--- src/rtl/stat_pkg.sv ---
package stat_pkg;

   localparam int REG_W     = 8;
   localparam int N_CAUSE   = 3;

   // Bit positions; firmware decodes these, so they are fixed.
   localparam int B_PEND    = 7;
   localparam int B_WDOG    = 6;
   localparam int B_BUSRST  = 5;
   localparam int B_PWRON   = 4;
   localparam int B_SUSP    = 3;
   localparam int B_IEN     = 2;
   localparam int B_RSVD    = 1;
   localparam int B_RUN     = 0;

   // Cause field order inside the cause-bit bank: [2]=watchdog, [1]=bus reset, [0]=power-on.
   localparam logic [N_CAUSE-1:0] CAUSE_WDOG_MASK = 3'b100;
   localparam logic [N_CAUSE-1:0] CAUSE_PWRON_VAL = 3'b001;

   typedef struct packed {
      logic       pend;
      logic [2:0] cause;
      logic       susp;
      logic       ien;
      logic       rsvd;
      logic       run;
   } stat_word_t;

endpackage

--- src/rtl/stat_cause_bits.sv ---
module stat_cause_bits #(
   parameter int                 N        = 3,
   parameter logic [N-1:0]       WDOG_SET = 3'b100,
   parameter logic [N-1:0]       PON_VAL  = 3'b001
) (
   input  logic         clk,
   input  logic         rst_n,
   input  logic         wdt_rst,
   input  logic         halt_op,
   input  logic         wr_en,
   input  logic [N-1:0] wr_bits,
   input  logic [N-1:0] hw_set,
   output logic [N-1:0] cause_q
);

   if (N < 1) begin : g_bad_n
      $error("stat_cause_bits: N must be at least 1");
   end

   for (genvar i = 0; i < N; i++) begin : g_bit
      if (WDOG_SET[i]) begin : g_wdog
         // Bit forced high by the watchdog strobe.
         always_ff @(posedge clk or negedge rst_n) begin
            if (!rst_n)                      cause_q[i] <= PON_VAL[i];
            else if (wdt_rst)                cause_q[i] <= 1'b1;
            else if (halt_op)                cause_q[i] <= 1'b0;
            else if (hw_set[i])              cause_q[i] <= 1'b1;
            else if (wr_en && !wr_bits[i])   cause_q[i] <= 1'b0;
         end
      end else begin : g_keep
         // Bit preserved across the watchdog strobe (a set still lands).
         always_ff @(posedge clk or negedge rst_n) begin
            if (!rst_n)                      cause_q[i] <= PON_VAL[i];
            else if (wdt_rst)                cause_q[i] <= cause_q[i] | hw_set[i];
            else if (halt_op)                cause_q[i] <= 1'b0;
            else if (hw_set[i])              cause_q[i] <= 1'b1;
            else if (wr_en && !wr_bits[i])   cause_q[i] <= 1'b0;
         end
      end

      // a hardware set wins over a same-cycle firmware clear
      p_hw_set_wins_r4: assert property (@(posedge clk) disable iff (!rst_n)
         $past(hw_set[i] && !halt_op) |-> cause_q[i]);
   end

endmodule

--- src/rtl/stat_irq_ien.sv ---
module stat_irq_ien (
   input  logic clk,
   input  logic rst_n,
   input  logic wdt_rst,
   input  logic halt_op,
   input  logic di_op,
   input  logic ei_op,
   input  logic reti_op,
   input  logic reti_ie,
   input  logic irq_seen,
   input  logic irq_ack,
   output logic ien_q,
   output logic pend_q
);

   always_ff @(posedge clk or negedge rst_n) begin
      if (!rst_n)        ien_q <= 1'b0;
      else if (wdt_rst)  ien_q <= 1'b0;
      else if (halt_op)  ien_q <= 1'b0;
      else if (reti_op)  ien_q <= reti_ie;
      else if (ei_op)    ien_q <= 1'b1;
      else if (di_op)    ien_q <= 1'b0;
   end

   always_ff @(posedge clk or negedge rst_n) begin
      if (!rst_n)        pend_q <= 1'b0;
      else if (wdt_rst)  pend_q <= 1'b0;
      else if (halt_op)  pend_q <= 1'b0;
      else if (irq_seen) pend_q <= 1'b1;
      else if (irq_ack)  pend_q <= 1'b0;
   end

   // recognition wins over acknowledge
   p_pend_set_wins_r9: assert property (@(posedge clk) disable iff (!rst_n)
      $past(irq_seen && !wdt_rst && !halt_op) |-> pend_q);

   // enable instruction takes effect next cycle
   p_ei_sets_r8: assert property (@(posedge clk) disable iff (!rst_n)
      $past(ei_op && !reti_op && !wdt_rst && !halt_op) |-> ien_q);

endmodule

--- src/rtl/stat_susp_run.sv ---
module stat_susp_run (
   input  logic clk,
   input  logic rst_n,
   input  logic wdt_rst,
   input  logic halt_op,
   input  logic wr_en,
   input  logic wr_run,
   input  logic wr_susp,
   input  logic bus_active,
   input  logic wake_irq,
   output logic run_q,
   output logic susp_q
);

   logic wake;
   logic susp_try;

   assign wake     = bus_active | wake_irq;
   assign susp_try = wr_en & wr_susp & ~bus_active;

   always_ff @(posedge clk or negedge rst_n) begin
      if (!rst_n)        run_q <= 1'b1;
      else if (wdt_rst)  run_q <= 1'b1;
      else if (halt_op)  run_q <= 1'b0;
      else if (wr_en)    run_q <= wr_run;
   end

   always_ff @(posedge clk or negedge rst_n) begin
      if (!rst_n)                 susp_q <= 1'b0;
      else if (wdt_rst)           susp_q <= 1'b0;
      else if (halt_op)           susp_q <= 1'b0;
      else if (wake)              susp_q <= 1'b0;
      else if (susp_try)          susp_q <= 1'b1;
      else if (wr_en && !wr_susp) susp_q <= 1'b0;
   end

   // a suspend write during bus activity is dropped
   p_susp_refused_r6: assert property (@(posedge clk) disable iff (!rst_n)
      $past(wr_en && wr_susp && bus_active && !susp_q) |-> !susp_q);

   // bus activity ends suspend
   p_bus_wakes_r7: assert property (@(posedge clk) disable iff (!rst_n)
      $past(susp_q && bus_active) |-> !susp_q);

endmodule

--- src/rtl/cpu_stat_ctl.sv ---
module cpu_stat_ctl #(
   parameter int REG_W = stat_pkg::REG_W
) (
   input  logic             clk,
   input  logic             rst_n,
   input  logic             wdt_rst,
   input  logic             wr_en,
   input  logic [REG_W-1:0] wr_data,
   input  logic             halt_op,
   input  logic             di_op,
   input  logic             ei_op,
   input  logic             reti_op,
   input  logic             reti_ie,
   input  logic             se0_det,
   input  logic             bus_active,
   input  logic             irq_seen,
   input  logic             irq_ack,
   output logic [REG_W-1:0] stat_q,
   output logic             run,
   output logic             susp_req
);
   import stat_pkg::*;

   if (REG_W != $bits(stat_word_t)) begin : g_bad_width
      $error("cpu_stat_ctl: REG_W must match the status word width");
   end

   logic [N_CAUSE-1:0] cause_q;
   logic [N_CAUSE-1:0] cause_hw;
   logic               ien_q;
   logic               pend_q;
   logic               run_q;
   logic               susp_q;
   logic               wake_irq;
   stat_word_t         word;
   logic               unused_wr;

   assign cause_hw  = {1'b0, se0_det, 1'b0};
   assign wake_irq  = (irq_seen | pend_q) & ien_q;
   assign unused_wr = ^{wr_data[B_PEND], wr_data[B_IEN], wr_data[B_RSVD]};

   stat_cause_bits #(
      .N        (N_CAUSE),
      .WDOG_SET (CAUSE_WDOG_MASK),
      .PON_VAL  (CAUSE_PWRON_VAL)
   ) i_cause (
      .clk     (clk),
      .rst_n   (rst_n),
      .wdt_rst (wdt_rst),
      .halt_op (halt_op),
      .wr_en   (wr_en),
      .wr_bits (wr_data[B_WDOG:B_PWRON]),
      .hw_set  (cause_hw),
      .cause_q (cause_q)
   );

   stat_irq_ien i_irq (
      .clk      (clk),
      .rst_n    (rst_n),
      .wdt_rst  (wdt_rst),
      .halt_op  (halt_op),
      .di_op    (di_op),
      .ei_op    (ei_op),
      .reti_op  (reti_op),
      .reti_ie  (reti_ie),
      .irq_seen (irq_seen),
      .irq_ack  (irq_ack),
      .ien_q    (ien_q),
      .pend_q   (pend_q)
   );

   stat_susp_run i_run (
      .clk        (clk),
      .rst_n      (rst_n),
      .wdt_rst    (wdt_rst),
      .halt_op    (halt_op),
      .wr_en      (wr_en),
      .wr_run     (wr_data[B_RUN]),
      .wr_susp    (wr_data[B_SUSP]),
      .bus_active (bus_active),
      .wake_irq   (wake_irq),
      .run_q      (run_q),
      .susp_q     (susp_q)
   );

   always_comb begin
      word.pend  = pend_q;
      word.cause = cause_q;
      word.susp  = susp_q;
      word.ien   = ien_q;
      word.rsvd  = 1'b0;
      word.run   = run_q;
   end

   assign stat_q   = word;
   assign run      = run_q & ~susp_q;
   assign susp_req = susp_q;

   // halt leaves an all-zero word
   p_halt_clears_r3: assert property (@(posedge clk) disable iff (!rst_n)
      $past(halt_op && !wdt_rst) |-> (stat_q == '0));

   // watchdog image
   p_wdog_image_r2: assert property (@(posedge clk) disable iff (!rst_n)
      $past(wdt_rst) |-> (!stat_q[B_PEND] && stat_q[B_WDOG] &&
                          stat_q[B_SUSP:B_RSVD] == 3'b000 && stat_q[B_RUN]));

   // power-on cause survives a watchdog reset
   p_wdog_keeps_pwron_r2: assert property (@(posedge clk) disable iff (!rst_n)
      $past(wdt_rst) |-> (stat_q[B_PWRON] == $past(stat_q[B_PWRON])));

   // a write alone never moves the enable bit
   p_ien_write_ignored_r8: assert property (@(posedge clk) disable iff (!rst_n)
      (wr_en && !ei_op && !di_op && !reti_op && !wdt_rst && !halt_op)
      |=> $stable(stat_q[B_IEN]));

endmodule

--- config.mk ---
export PLATFORM = sky130hd
export DESIGN_NAME = cpu_stat_ctl
export DESIGN_NICKNAME = d
export VERILOG_FILES = /design/src/rtl/stat_pkg.sv /design/src/rtl/stat_cause_bits.sv /design/src/rtl/stat_irq_ien.sv /design/src/rtl/stat_susp_run.sv /design/src/rtl/cpu_stat_ctl.sv
export SDC_FILE = /design/constraint.sdc
export NUM_CORES = 1
export LEC_CHECK = 0
export BUFFER_PORTS_ARGS = -buffer_cell sky130_fd_sc_hd__buf_2
export CELL_PAD_IN_SITES_DETAIL_PLACEMENT = 0
export CELL_PAD_IN_SITES_GLOBAL_PLACEMENT = 2
export CORE_MARGIN = 8
export CORE_UTILIZATION = 20
export CTS_BUF_LIST = sky130_fd_sc_hd__clkbuf_4
export DETAILED_ROUTE_END_ITERATION = 7
export HOLD_SLACK_MARGIN = 0.06
export PLACE_DENSITY = 0.82
export SLEW_MARGIN = 20
export SYNTH_ARGS = -nofsm -noshare
export SYNTH_HDL_FRONTEND = slang
export SYNTH_HIERARCHICAL = 1
export SYNTH_SLANG_ARGS = --single-unit
--- constraint.sdc ---
create_clock -name clk -period 1.5 [get_ports clk]
set_clock_uncertainty 0.05 [all_clocks]
set_input_delay 0.3 -clock clk [delete_from_list [all_inputs] [get_ports clk]]
set_output_delay 0.3 -clock clk [all_outputs]
set_load 0.02 [all_outputs]
After elaboration in Yosys (flattened, before gate mapping)
Cells that the tools add are included.
Storage, ports and cells
  flip-flop bits (word level): 7
  input port bits: 21
  output and inout bits: 10
  word-level logic and storage cells: 59
Cells by class
  mux-type cells: 26
  bitwise operators: 10
  reduce and logical (&&, ||, !) cells: 16
Operators with widths (count)
  2-to-1 mux 1 bit: 26
  nonzero test 5 bit: 2
  nonzero test 4 bit: 2
  nonzero test 3 bit: 2
  bitwise AND 1 bit: 4
  logical AND 1 bit: 4
  logical NOT 1 bit: 4
  NOT 1 bit: 3
  bitwise OR 1 bit: 3
  AND reduction 2 bit: 1
  nonzero test 2 bit: 1

Depth between registers and ports, before layout
Gate-level depths: netlist (run 1).
  depth in word-level cells: 7
  mapped depth: 3

By module
The synthesis (run 1) kept the hierarchy.
Modules (own cells, without submodules)
  stat_cause_bits: cells an instance 14, area an instance 145.1 µm², seq. area each 76.3 µm², times used 1
  stat_irq_ien: cells an instance 8, area an instance 90.1 µm², seq. area each 50.0 µm², times used 1
  stat_susp_run: cells an instance 7, area an instance 90.1 µm², seq. area each 51.3 µm², times used 1
  cpu_stat_ctl: cells an instance 8, area an instance 55.1 µm², seq. area each 0.0 µm², times used 1

Least setup slack after synthesis (run 1)
No wires, ideal clock.
  kind: register to register
  start point: register i_irq.pend_q
  end point: register i_run.susp_q
  arrival: 1078 ps
  required time: 1378 ps
  buffers on the path: 0
  slack: 300 ps
  stages on the path, launching flop included: 4
  cell sequence: dfrtp_1 > o21a_1 > or4_1 > nor2_1
On the way
  cells in the longest elaborated chain, start to end: 6
  elaborated cells on any way between the ends: 7
  classes of those cells: mux: 3; bitwise: 3; reduce/logical: 1
Ends and longest elaborated chain
  start, declared: line stat_irq_ien.sv:13  | output logic pend_q
  start signal, assigned: line stat_irq_ien.sv:26  | if (!rst_n) pend_q <= 1'b0;
  start signal, assigned: line stat_irq_ien.sv:27  | else if (wdt_rst) pend_q <= 1'b0;
  start signal, assigned: line stat_irq_ien.sv:28  | else if (halt_op) pend_q <= 1'b0;
  bitwise OR 1 bit *: line cpu_stat_ctl.sv:39  | assign wake_irq = (irq_seen | pend_q) & ien_q;
  bitwise AND 1 bit *: line cpu_stat_ctl.sv:39
  via wake_irq: line cpu_stat_ctl.sv:34  | logic wake_irq;
  bitwise OR 1 bit *: line stat_susp_run.sv:18  | assign wake = bus_active | wake_irq;
  2-to-1 mux 1 bit: line stat_susp_run.sv:32  | else if (wake) susp_q <= 1'b0;
  2-to-1 mux 1 bit: line stat_susp_run.sv:31  | else if (halt_op) susp_q <= 1'b0;
  2-to-1 mux 1 bit: line stat_susp_run.sv:30  | else if (wdt_rst) susp_q <= 1'b0;
  end signal, assigned: line stat_susp_run.sv:30
  end signal, assigned: line stat_susp_run.sv:31
  end signal, assigned: line stat_susp_run.sv:32
  end, declared: line stat_susp_run.sv:12  | output logic susp_q
Mark *: on every way through the listed nets, which the timed path passes. The rest lies on a longest branch.
A chain may end at the register's enable or synchronous reset.

Worst setup path after layout (run 1)
  start point: register i_run.run_q
  end point: output run
On the way
  cells in the longest elaborated chain, start to end: 1
Ends and longest elaborated chain
  start, declared: line stat_susp_run.sv:11  | output logic run_q,
  start signal, assigned: line stat_susp_run.sv:25  | else if (wr_en) run_q <= wr_run;
  bitwise AND 1 bit: line cpu_stat_ctl.sv:96  | assign run = run_q & ~susp_q;
  end, declared: line cpu_stat_ctl.sv:19  | output logic run,
No other way between the ends.

==> out/results.tsv, run 1 <==
metric	value	unit
status	finished, final reports clean	
setup_viol	0	
hold_viol	0	
initial_utilization	0.216	
routed_via_density	3.77	
ys_warn_count	6	
max_cap_violations	0	
areaGrowthSynthToFinish	46.1	%
ir_drop	0.253	mV
n_antenna_cell	0	
rr_endpoint	i_run/susp_q	
dr.pass1.iters	2	
synth-async-reset-ratio	1.00	
cts_tree	done	
finalCoreUtilization	0.315	
synthDistinctLibCells	17	
synth_top_area_share	0.329	
grt-ovfl-total	0	
rr_startpoint	i_irq/pend_q	
yosys-top-cells-area	dfrtp_1, dfstp_2, buf_4	
via_count	343	
fin_setup_tns	0	ns
clk_latency	0.25	ns
fin_nets	88	
h-tree-depth	1	
max_stage_delay	0.53	ns
worstPathRequired	1.15	ns
setup_ws	0.0984	ns
reg2regPathDepth	3	
ys_seq_area_frac	0.467	
endpoint	run	
grt_setup_unrepaired	false	
fin_crit	1.40	ns
cts_buffers	3	
antenna_found_initial	0	
hold_class	in2reg	
pre_cts_slack	0.260	ns
p_per_area	904	mW/mm2
dp_hpwl	879	um
p_sw_frac	0.264	
syn_avg_cell_area	10.3	um2
combPwrFrac	0.199	
final.period_utilization	0.934	
grt_max_degree	8	
drt_iter0_markers	6	
floorplan.rows	15	
synth_edf_count	0	
synth_common_cells	buf_4, dfrtp_1, nor2b_1	
grt_pass1_vias	352	
cp.arrival	1.05	ns
dieArea	0.00355	mm2
wl_per_cell	11.8	um
cp_max_fo	3	
crit_start	i_run/run_q	
min_path_cells	2	
p_sw	0.132	mW
clk_pin_slew	0.05	ns
track_usage	0.0637	
num_io_pins	31	
drc	0	
drtAntennaViolNets	0	
crit_type	reg2out	
core-area	0.00176	mm2
ys.flop_type	dfrtp_1	
routed_wl	1080	um
endpoint_kind	output pin	
cts_root_buf	clkbuf_4	
die_y	59.6	um
p_clk_frac	0.379	
fmax	0.713	GHz
rrSetupSlack	0.26	ns
crit_chain	nor2b_1, buf_2	
drive_above_1_share	0.485	
clock_path_buffers	2	
yosys.area.top_type	dfrtp_1	
port_buffers	26	
cts_sinks	7	
finalMaxSlewViolations	0	
p_leak	0.287	nW
post-cts-setup-buffers	0	
synth_area	380	um2
ys_ff_latch	7	
grt_first_pass_wirelength	1620	um
timing.hold.ws	0.221	ns
synth_cells	37	
critPathSlowestCell	dfstp_2	
die_x	59.6	um
p_int	0.370	mW
place_congestion	0.695	
startpoint_type	flip-flop	
pwr-share-seq	0.422	
[sequential cells by signal (all words and copies together), names as in the netlist]
register / count
i_irq/ien_q: 1
i_irq/pend_q: 1
i_run/run_q: 1
i_cause/cause_q: 3
i_run/susp_q: 1
[layer usage]
layer | global-route usage | share of wire
met2 | 0.0878 | 0.49
met5 | 0 | 0
met3 | 0.0325 | 0.10
met4 | 0.0714 | 0.018
met1 | 0.0639 | 0.39
[critical path: cells and delay by family, from the launching register on]
| family | cells | cell delay, ns |
|---|---|---|
| DFF | 1 | 0.53 |
| buffers and inverters | 1 | 0.16 |
| and+or+nand+nor | 1 | 0.11 |
[per-stage QoR]
| stage | std cells | total power [mW] | cell area [um2] |
|---|---|---|---|
| after floorplan | 40 | 0.272 | 392 |
| after global placement | 86 | 0.314 | 515 |
| after detailed placement | 86 | 0.315 | 515 |
| after CTS | 91 | 0.516 | 556 |
| after global routing | 91 | 0.530 | 556 |
| final | 91 | 0.502 | 556 |
[area by class of cell]
class                           instances  area, um2
Inverter                                1       3.75
Multi-Input combinational cell         27        173
Timing Repair Buffer                   27        140
Fill cell                             211       1210
Clock buffer                            4       30.0
Sequential cell                         7        178
Tap cell                               25       31.3
[worst min path at each step]
stage / startpoint / to
2_1_floorplan: rst_n / i_cause/cause_q[1]
3_3_place_gp: rst_n / i_irq/pend_q
3_5_place_dp: rst_n / i_irq/pend_q
4_1_cts: bus_active / i_run/susp_q
5_1_grt: halt_op / i_run/run_q
6_report: halt_op / i_run/run_q
[power by group through the flow]
stage	sequential (mW)	clock, mW	combinational, mW
finish	0.212	0.190	0.0998
global route	0.214	0.206	0.110
CTS	0.212	0.202	0.102
detailed placement	0.215	0	0.0997
global placement	0.215	0	0.0984
floorplan	0.225	0	0.0471
[cell usage in the layout, fill, tap and decap left out]
cell            n
a221o_1         1
buf_2          26
clkbuf_4        4
conb_1          4
dfrtp_1         5
dfstp_2         2
dlygate4sd3_1   1
inv_1           1
mux2i_1         2
nand2b_1        1
nor2_1          4
nor2b_1         5
nor3_1          2
nor4b_1         2
o21a_1          2
o21bai_1        1
o311a_1         1
or2b_1          1
or4_1           1
[what timing repair did]
item / in CTS / in global routing
endpoints found under the hold margin: 7 / 0
hold buffers: 1 / 0
gates resized for setup: 0 / 0
[logic make-up (layout without fill, tap and decap cells)]
logic type      count (synthesis)  count (layout)  share of synthesized area
other cells                     1               4                    0.00986
buf+inv                         6              32                      0.109
simple gates                   16              16                      0.250
flops                           7               7                      0.467
mux                             2               2                     0.0526
compound gates                  5               5                      0.112
Power figures use the tool's default switching activity.
==> run 2, diff against run 1 <==
--- a/config.mk
+++ b/config.mk
@@ -13,7 +13,9 @@
 export CTS_BUF_LIST = sky130_fd_sc_hd__clkbuf_4
 export DETAILED_ROUTE_END_ITERATION = 7
 export HOLD_SLACK_MARGIN = 0.06
-export PLACE_DENSITY = 0.82
+export PLACE_DENSITY = 0.75
+export RECOVER_POWER = 25
+export REMOVE_ABC_BUFFERS = 1
 export SLEW_MARGIN = 20
 export SYNTH_ARGS = -nofsm -noshare
 export SYNTH_HDL_FRONTEND = slang
==> out/results.tsv, run 2 (synthesis results as in run 1) <==
metric	value	unit
timing.hold.ws	0.218	ns
hold_class	in2reg	
clock_path_buffers	2	
startpoint_type	flip-flop	
drive_above_1_share	0.470	
post-cts-setup-buffers	0	
final_common_cell	buf_2	
max_cap_violations	0	
p_leak	0.284	nW
areaGrowthSynthToFinish	45.7	%
cp_max_fo	3	
dp.cells	86	
max_stage_delay	0.53	ns
port_buffers	26	
routed_wl	999	um
crit_type	reg2out	
drc	0	
cts_sinks	7	
p_per_area	901	mW/mm2
path_buf_inv	1	
floorplan.rows	15	
fmax	0.709	GHz
final.period_utilization	0.940	
place_congestion	0.660	
cts_tree	done	
hold_viol	0	
final_cell_mix	buf_2, nor2b_1, dfrtp_1	
wl_per_cell	11.0	um
fin_nets	88	
endpoint_kind	output pin	
via_count	348	
n_antenna_cell	0	
fin_setup_tns	0	ns
p_total	0.499	mW
grt_pass1_vias	394	
grt-ovfl-total	0	
finalMaxSlewViolations	0	
crit_chain	nor2b_1, buf_2	
grt_max_degree	8	
grt_setup_unrepaired	false	
status	finished, final reports clean	
setup_viol	0	
grt_first_pass_wirelength	1660	um
die_y	59.6	um
antenna_found_initial	0	
fin_crit	1.41	ns
initial_utilization	0.216	
clk_pin_slew	0.05	ns
top_register	i_cause/cause_q	
num_io_pins	31	
drtAntennaViolNets	0	
critPathSlowestCell	dfstp_2	
largest_reg_flops	3	
routed_via_density	3.82	
core-area	0.00176	mm2
dp_hpwl	844	um
cts_root_buf	clkbuf_4	
dr.pass1.iters	2	
die_x	59.6	um
drt_iter0_markers	1	
instances_no_fill	91	
cts_buffers	3	
dieArea	0.00355	mm2
h-tree-depth	1	
track_usage	0.0637	
cpLargestDelayFamily	flip-flops	
ir_drop	0.398	mV
cp.arrival	1.06	ns
clk_latency	0.25	ns
worstPathRequired	1.15	ns
run 2: cell count changes in the layout (fill, tap and decap cells not counted):
cell | previous run | this run
clkbuf_1 | 0 | 1
buf_2 | 26 | 25
run 2: power breakdown:
part | internal (mW) | switching, mW
registers | 0.205 | 0.00690
logic | 0.0446 | 0.0541
clock network | 0.120 | 0.0689
total | 0.369 | 0.130
run 2: area by class of cell:
cell class / count / area [um2]
Multi-Input combinational cell: 27 / 173
Sequential cell: 7 / 178
Inverter: 1 / 3.75
Timing Repair Buffer: 27 / 139
Fill cell: 201 / 1210
Tap cell: 25 / 31.3
Clock buffer: 4 / 30.0
run 2: per-layer routing:
layer  vias up  wire length, um  global-route usage
met1       153              444              0.0674
li1        178                -                   -
met4         0                8              0.0408
met2        15              456              0.0924
met3         2               89              0.0390
met5         -                0                   0
run 2: path summary, 6_finish.rpt:
path                                       to  cells past startpoint  slack, ns                from
setup / recovery                          run                      2       0.09         i_run/run_q
hold / removal                    i_run/run_q                      2       0.22             halt_op
setup reg to reg                 i_run/susp_q                      3       0.21        i_irq/pend_q
hold reg to reg            i_cause/cause_q[0]                      2       0.45  i_cause/cause_q[0]
max in group asynchronous  i_cause/cause_q[0]                      2       0.65               rst_n
min in group asynchronous  i_cause/cause_q[2]                      2       0.44               rst_n
run 2: what timing repair did:
action	4_1_cts	5_1_grt
endpoints found under the setup margin	0	0
resized for setup	0	0
hold buffers	1	0
endpoints found under the hold margin	7	0
run 2: stage by stage:
stage          instance area, um2  worst slack (ns)   util
2_1_floorplan                 354             0.195      -
3_3_place_gp                  515             0.245  0.292
3_5_place_dp                  515             0.241  0.292
4_1_cts                       556            0.0721  0.315
5_1_grt                       554            0.0144  0.314
6_report                      554            0.0903  0.314
==> run 3, diff against run 2 <==
--- a/config.mk
+++ b/config.mk
@@ -6,18 +6,16 @@
 export NUM_CORES = 1
 export LEC_CHECK = 0
 export BUFFER_PORTS_ARGS = -buffer_cell sky130_fd_sc_hd__buf_2
-export CELL_PAD_IN_SITES_DETAIL_PLACEMENT = 0
-export CELL_PAD_IN_SITES_GLOBAL_PLACEMENT = 2
-export CORE_MARGIN = 8
-export CORE_UTILIZATION = 20
+export CORE_AREA = 8 8 45 47
 export CTS_BUF_LIST = sky130_fd_sc_hd__clkbuf_4
+export CTS_CLUSTER_SIZE = 10
 export DETAILED_ROUTE_END_ITERATION = 7
+export DIE_AREA = 0 0 53 55
 export HOLD_SLACK_MARGIN = 0.06
-export PLACE_DENSITY = 0.75
+export PLACE_DENSITY = 0.59
 export RECOVER_POWER = 25
 export REMOVE_ABC_BUFFERS = 1
 export SLEW_MARGIN = 20
 export SYNTH_ARGS = -nofsm -noshare
 export SYNTH_HDL_FRONTEND = slang
-export SYNTH_HIERARCHICAL = 1
 export SYNTH_SLANG_ARGS = --single-unit
==> out/results.tsv, run 3 <==
metric	value	unit
cp.arrival	1.06	ns
clock_path_buffers	2	
met1_usage	0.0863	
yosys-top-cells-area	dfrtp_1, dfstp_2, buf_4	
finalMaxSlewViolations	0	
final_cell_mix	buf_2, dfrtp_1, inv_1, clkbuf_4, a21oi_1	
die_x	53	um
clk_latency	0.25	ns
setup_viol	0	
num_io_pins	31	
drc	0	
synth_edf_count	0	
setup_ws	0.0894	ns
grt-ovfl-total	0	
port_buffers	26	
drive_above_1_share	0.581	
wl_per_cell	11.8	um
routed_via_density	4.26	
clk_pin_slew	0.05	ns
post-cts-setup-buffers	0	
max_cap_violations	0	
fin_crit	1.41	ns
finalCoreUtilization	0.382	
routed_wl	918	um
h-tree-depth	1	
fin_nets	84	
synth_top_area_share	0.331	
via_count	332	
floorplan.rows	14	
synth_common_cells	buf_4, dfrtp_1, inv_1	
startpoint_type	flip-flop	
grt_setup_unrepaired	false	
dp.cells	73	
pre_cts_slack	0.354	ns
endpoint_kind	output pin	
p_leak	0.282	nW
cts_buffers	3	
busiest_layer	met1	
hold_viol	0	
fillCellCount	156	
syn_avg_cell_area	10.5	um2
final.period_utilization	0.940	
synthDistinctLibCells	20	
fin_setup_tns	0	ns
instances_no_fill	78	
dp_hpwl	772	um
largest_reg_flops	3	
cts_tree	done	
top_register	i_cause.cause_q	
areaGrowthSynthToFinish	40.1	%
dieArea	0.00292	mm2
core-area	0.00138	mm2
fmax	0.709	GHz
multi_input_area	148	um2
grt_max_degree	8	
synth_cells	36	
p_total	0.492	mW
cp_max_fo	3	
place_congestion	0.666	
ir_drop	0.420	mV
synth-async-reset-ratio	1.00	
worstPathRequired	1.15	ns
register_area	178	um2
drtAntennaViolNets	0	
track_usage	0.0664	
die_y	55	um
hold_class	in2reg	
ys_seq_area_frac	0.470	
dr.pass1.iters	1	
grt_first_pass_wirelength	1390	um
p_per_area	929	mW/mm2
status	finished, final reports clean	
ys_warn_count	0	
final_common_cell	buf_2	
crit_type	reg2out	
drt_iter0_markers	0	
use_met3	0.0455	
cts_sinks	7	
grt_pass1_vias	354	
ys.flop_type	dfrtp_1	
initial_utilization	0.273	
use_met2	0.0703	
n_antenna_cell	0	
cts_root_buf	clkbuf_4	
yosys.area.top_type	dfrtp_1	
antenna_found_initial	0	
ys_ff_latch	7	
synth_area	378	um2
## run 3: where the power goes
| group | switching (mW) | leakage (nW) | total [mW] | internal, mW |
|---|---|---|---|---|
| registers | 0.00539 | 0.0839 | 0.206 | 0.200 |
| clock network | 0.0740 | 0.0184 | 0.194 | 0.120 |
| logic | 0.0506 | 0.180 | 0.0922 | 0.0416 |
| total | 0.130 | 0.282 | 0.492 | 0.362 |
## run 3: repair_timing
| item | in CTS | in global routing |
|---|---|---|
| endpoints found under the hold margin | 7 | 0 |
| gates resized for setup | 0 | 0 |
| hold buffers | 1 | 0 |
## run 3: cell families (layout without fill, tap and decap cells)
family | Yosys count | in the layout | share of synthesized area
flops | 7 | 7 | 0.470
compound gates | 9 | 9 | 0.179
buf+inv | 9 | 35 | 0.139
mux | 2 | 2 | 0.0662
simple gates | 8 | 8 | 0.136
other cells | 1 | 1 | 0.00992
## run 3: worst paths after layout
path                                         start                  to  slack, ns  depth (start not counted)
worst max-delay path                   i_run.run_q                 run       0.09                          2
worst min-delay path                    bus_active        i_run.susp_q       0.15                          2
worst max register to register         i_irq.ien_q         i_irq.ien_q       0.50                          3
worst min register to register  i_cause.cause_q[0]  i_cause.cause_q[0]       0.40                          1
max in group asynchronous                    rst_n  i_cause.cause_q[0]       0.68                          2
min in group asynchronous                    rst_n  i_cause.cause_q[2]       0.42                          2
## run 3: through the flow
step / hold WS, ns / instance area (um2)
after detailed placement: 0.0891 / 490
after global placement: 0.0899 / 490
after global routing: 0.149 / 529
after CTS: 0.144 / 531
after floorplan: -0.0456 / 340
final: 0.147 / 529
## run 3: final cells by class
cell class | instances | share of cell area
multi-input cells | 20 | 0.279
clock buffers | 4 | 0.0567
repair buffers | 27 | 0.262
well taps | 16 | 0.0378
flip-flops and latches | 7 | 0.336
inverters | 4 | 0.0284
## run 3: critical path, stage by stage (launching register included)
cell     delay [ns]
dfstp_2        0.53
nor2b_1        0.11
buf_2          0.16
## run 3: layer usage
layer  vias up  routed length [um]
met5         -                   0
met2        23                 334
li1        168                   -
met4         0                  26
met3         3                 155
met1       138                 402
